## config.mk

```make
export PLATFORM = sky130hd
export DESIGN_NAME = prbs_slice_gen
export DESIGN_NICKNAME = d
export VERILOG_FILES = /design/src/rtl/prbs_slice_pkg.sv /design/src/rtl/prbs_lfsr_lane.sv /design/src/rtl/prbs_word_reg.sv /design/src/rtl/prbs_slice_gen.sv
export SDC_FILE = /design/constraint.sdc
export NUM_CORES = 1
export LEC_CHECK = 0
export BUFFER_PORTS_ARGS = -buffer_cell sky130_fd_sc_hd__buf_2
export CELL_PAD_IN_SITES_DETAIL_PLACEMENT = 0
export CELL_PAD_IN_SITES_GLOBAL_PLACEMENT = 1
export CORE_UTILIZATION = 53
export CTS_CLUSTER_SIZE = 25
export DETAILED_ROUTE_END_ITERATION = 7
export HOLD_SLACK_MARGIN = 0.1
export PLACE_DENSITY = 0.86
export SLEW_MARGIN = 20
export SYNTH_ARGS = -nofsm -noshare
export SYNTH_HDL_FRONTEND = slang
export SYNTH_SLANG_ARGS = --single-unit
```

## constraint.sdc

```tcl
create_clock -name clk_i -period 2.6 [get_ports clk_i]
set_input_delay 0.78 -clock clk_i [delete_from_list [all_inputs] [get_ports clk_i]]
set_output_delay 0.78 -clock clk_i [all_outputs]
set_load 0.02 [all_outputs]
```

## src/rtl/prbs_slice_pkg.sv

```systemverilog
package prbs_slice_pkg;

  localparam int unsigned DEF_LANES  = 8;
  localparam int unsigned DEF_LFSR_W = 5;
  localparam logic [7:0]  DEF_SEED   = 8'h47;
  // feedback taps: bits 4 and 2 of the state (x^5 + x^3 + 1)
  localparam logic [4:0]  DEF_TAPS   = 5'b10100;

  // circular window of the seed, starting at bit 'lane', win_w bits long
  function automatic logic [31:0] seed_window(
    input logic [63:0] seed,
    input int unsigned seed_w,
    input int unsigned lane,
    input int unsigned win_w
  );
    logic [31:0] r;
    r = '0;
    for (int unsigned k = 0; k < win_w; k++) begin
      r[k] = seed[(lane + k) % seed_w];
    end
    return r;
  endfunction

endpackage

```

## src/rtl/prbs_lfsr_lane.sv

```systemverilog
module prbs_lfsr_lane #(
  parameter int unsigned     W    = 5,
  parameter logic [W-1:0]    TAPS = 5'b10100,
  parameter logic [W-1:0]    INIT = 5'b00111
) (
  input  logic         clk_i,
  input  logic         rst_ni,
  input  logic         step_i,
  output logic [W-1:0] state_o,
  output logic         msb_o
);

  logic [W-1:0] state_q;
  logic [W-1:0] state_d;
  logic         fb;

  always_comb begin
    fb      = ^(state_q & TAPS);
    state_d = state_q;
    if (step_i) begin
      state_d = {state_q[W-2:0], fb};
    end
  end

  always_ff @(posedge clk_i or negedge rst_ni) begin
    if (!rst_ni) begin
      state_q <= INIT;
    end else begin
      state_q <= state_d;
    end
  end

  assign state_o = state_q;
  assign msb_o   = state_q[W-1];

endmodule

```

## src/rtl/prbs_word_reg.sv

```systemverilog
module prbs_word_reg #(
  parameter int unsigned N = 8
) (
  input  logic         clk_i,
  input  logic         rst_ni,
  input  logic         en_i,
  input  logic [N-1:0] bits_i,
  output logic [N-1:0] word_o,
  output logic         active_o
);

  logic [N-1:0] word_q;
  logic [N-1:0] word_d;
  logic         active_q;
  logic         active_d;

  always_comb begin
    word_d   = en_i ? bits_i : '0;
    active_d = en_i;
  end

  always_ff @(posedge clk_i or negedge rst_ni) begin
    if (!rst_ni) begin
      word_q   <= '0;
      active_q <= 1'b0;
    end else begin
      word_q   <= word_d;
      active_q <= active_d;
    end
  end

  assign word_o   = word_q;
  assign active_o = active_q;

endmodule

```

## src/rtl/prbs_slice_gen.sv

```systemverilog
module prbs_slice_gen #(
  parameter int unsigned          LANES  = prbs_slice_pkg::DEF_LANES,
  parameter int unsigned          LFSR_W = prbs_slice_pkg::DEF_LFSR_W,
  parameter logic [LANES-1:0]     SEED   = prbs_slice_pkg::DEF_SEED,
  parameter logic [LFSR_W-1:0]    TAPS   = prbs_slice_pkg::DEF_TAPS
) (
  input  logic             clk_i,
  input  logic             rst_ni,
  input  logic             run_en_i,
  output logic [LANES-1:0] word_o,
  output logic             active_o
);

  localparam int unsigned STATE_BITS = LANES * LFSR_W;

  logic [LANES-1:0]      lane_msb;
  logic [STATE_BITS-1:0] lane_state;

  for (genvar g = 0; g < LANES; g++) begin : g_lane
    localparam logic [LFSR_W-1:0] LANE_INIT =
      LFSR_W'(prbs_slice_pkg::seed_window(64'(SEED), LANES, g, LFSR_W));

    prbs_lfsr_lane #(
      .W    (LFSR_W),
      .TAPS (TAPS),
      .INIT (LANE_INIT)
    ) u_lane (
      .clk_i   (clk_i),
      .rst_ni  (rst_ni),
      .step_i  (run_en_i),
      .state_o (lane_state[g*LFSR_W +: LFSR_W]),
      .msb_o   (lane_msb[g])
    );
  end

  prbs_word_reg #(
    .N (LANES)
  ) u_word (
    .clk_i    (clk_i),
    .rst_ni   (rst_ni),
    .en_i     (run_en_i),
    .bits_i   (lane_msb),
    .word_o   (word_o),
    .active_o (active_o)
  );

endmodule

```

==> metrics <==
clk sinks=49; synthesis-stage register bit count=49; ys async rst share=1.00; post-CTS setup buffers=0; row count=21; Mapped Cells=about 120; synthesis warning total=0; depth of the most critical reg-to-reg path=2; Max VDD drop=roughly 0.50 mV; vias in the first global route=852; placed wire-length estimate=1530 µm; Final setup viols=0; Synthesized Nets=122; clk buf depth=2; clock power share=0.138; total CTS buffers=5; first-pass iteration count of the detailed router=4; min Tclk post-route=1.67 ns; PD cells=1170 nW/µm²; CP Class=flop to output pin; register area share after synthesis=0.655; Slew @ Worst Pin=~0.42 ns; count leader, synth=dfrtp_1; Sw Pwr=about 670 µW; Net Sw Frac=0.277; DRC=0; Root Driver=clkbuf_4; io pins=12; Comb pwr share=0.270; Slowest-stage cell, CP=dfrtp_1; first-pass GRT wire length=3750 µm; CP peak stage delay=0.38 ns; WP data arrival=0.89 ns; post-detailed-routing wire length=about 2400 µm; Pint=about 1.7 mW; Max Slew Vio Count=0; WP buf/inv=1; die area=3850 µm²; initial DRC count=28; Required @ worst endpoint=1.82 ns; crit path cell chain=buf_2; worst-skew pair later-pin latency=0.36 ns; CTS-repair resized insts=0; delay-heaviest family, CP=flip-flops; Seq pwr share=0.593; CP Capture Type=output pin; htree depth=2; Final Instance Area=2060 µm²; hold_buf cts=0; # diodes=0; Netlist cell types=10; Final Hold Fails=0; CP max FO=1; Cell Area, Placed=2000 µm²; hold slack=0.331 ns; chip width=approximately 62 µm; initial antenna violation count=0; top cells by count, synth=29 x dfrtp_1, 20 x dfstp_2, 16 x mux2_2, 16 x mux2_4; CTS tree=yes; Critical Path Start Type=flop; final setup TNS=0 ns; Post-Syn Area=1910 µm²; GP Congestion=around 0.69; Primary FF master, synth=dfrtp_1; unrepaired setup endpoints after global routing=no; max-capacitance violation count=0; Clock Skew=between 0.004 and 0.005 ns; top cell type's share of synthesized area=0.380; WL per Instance=13.3 µm; largest net degree at the start of global routing=58; Area contributors post-synth=dfrtp_1 38%, dfstp_2 28%, mux2_4 13%; Clk pin slew, worst setup/hold paths=between 0.1 and 0.15 ns; Synth Area per Inst=16.1 µm²; Max Freq=599 MHz; Avg Vias per Cell=4.93; Initial Utilization=0.564; Pleak=0.889 nW; share of cells above drive strength 1=0.537; status=completed; Final Util=0.607; Routed Antenna Nets=0; Overall Global Routing Usage=0.143; via count=888; Crit path depth=1; Tcrit/Tclk final=0.642; input/output buffers=11; Final #Nets=136; Min-Delay Path Class=input port to async pin; grt total ovfl=0; die height=approximately 62 µm; EDFF count, synth=0; worst rel slew slack=0.722; area grow syn2layout=7.73%; core area=3390 µm²; post-synth top area cell=dfrtp_1
[state kept, by name, summed over array words and instances, names as in the netlist]
name,count
g_lane.u_lane.state_o,40
u_word.active_o,1
u_word.word_o,8
[per-stage QoR]
step,setup WS (ns),power (mW),cells
final,0.930,2.41,180
after global routing,0.861,2.58,180
after CTS,0.904,2.45,180
after detailed placement,0.929,2.10,172
after global placement,0.962,2.05,172
after floorplan,1.12,1.93,119
[metal layers]
layer	up-vias	GRT usage	wire, µm
met2	11	0.213	1180
met3	6	0.0621	94
li1	425	-	-
met4	0	0.0762	49
met1	446	0.177	1060
met5	-	0	0
[kinds of logic after synthesis]
family          synth area share
compound gates            0.0210
simple gates              0.0419
xor+xnor                  0.0367
buf+inv                   0.0255
mux                        0.220
flops                      0.655
[path summary, 6_finish.rpt]
| path | to | startpoint | slack [ns] |
|---|---|---|---|
| hold reg to reg | g_lane[0].u_lane.state_o[0] | g_lane[0].u_lane.state_o[0] | 0.50 |
| min in group clk_i | g_lane[0].u_lane.state_o[0] | g_lane[0].u_lane.state_o[0] | 0.50 |
| hold / removal | u_word.word_o[5] | rst_ni | 0.33 |
| setup reg to reg | g_lane[5].u_lane.state_o[0] | g_lane[5].u_lane.state_o[4] | 1.71 |
| max in group asynchronous | g_lane[6].u_lane.state_o[0] | rst_ni | 1.51 |
| setup / recovery | word_o[0] | u_word.word_o[0] | 0.93 |
[final cells by class]
class	instances	area, µm²
flip-flops and latches	49	1250
fillers	254	1330
clock buffers	6	41.3
repair buffers	13	82.6
well taps	46	57.6
clock inverters	2	15.0
multi-input cells	64	611
[cells in the final DEF (no fill, tap or decap), drive strengths merged]
cell type  count
mux2          32
a21oi          8
clkbuf         6
dfstp         20
dfrtp         29
clkinvlp       2
and2           8
nor2           8
buf           13
xnor2          8
[power by group through the flow]
stage          Sequential [mW]  Clock (mW)  Combinational (mW)
3_3_place_gp              1.43           0               0.623
3_5_place_dp              1.45           0               0.657
5_1_grt                   1.48       0.383               0.716
4_1_cts                   1.43       0.351               0.663
2_1_floorplan             1.44           0               0.500
6_report                  1.43       0.331               0.649
(Power assumes the default switching activity.)
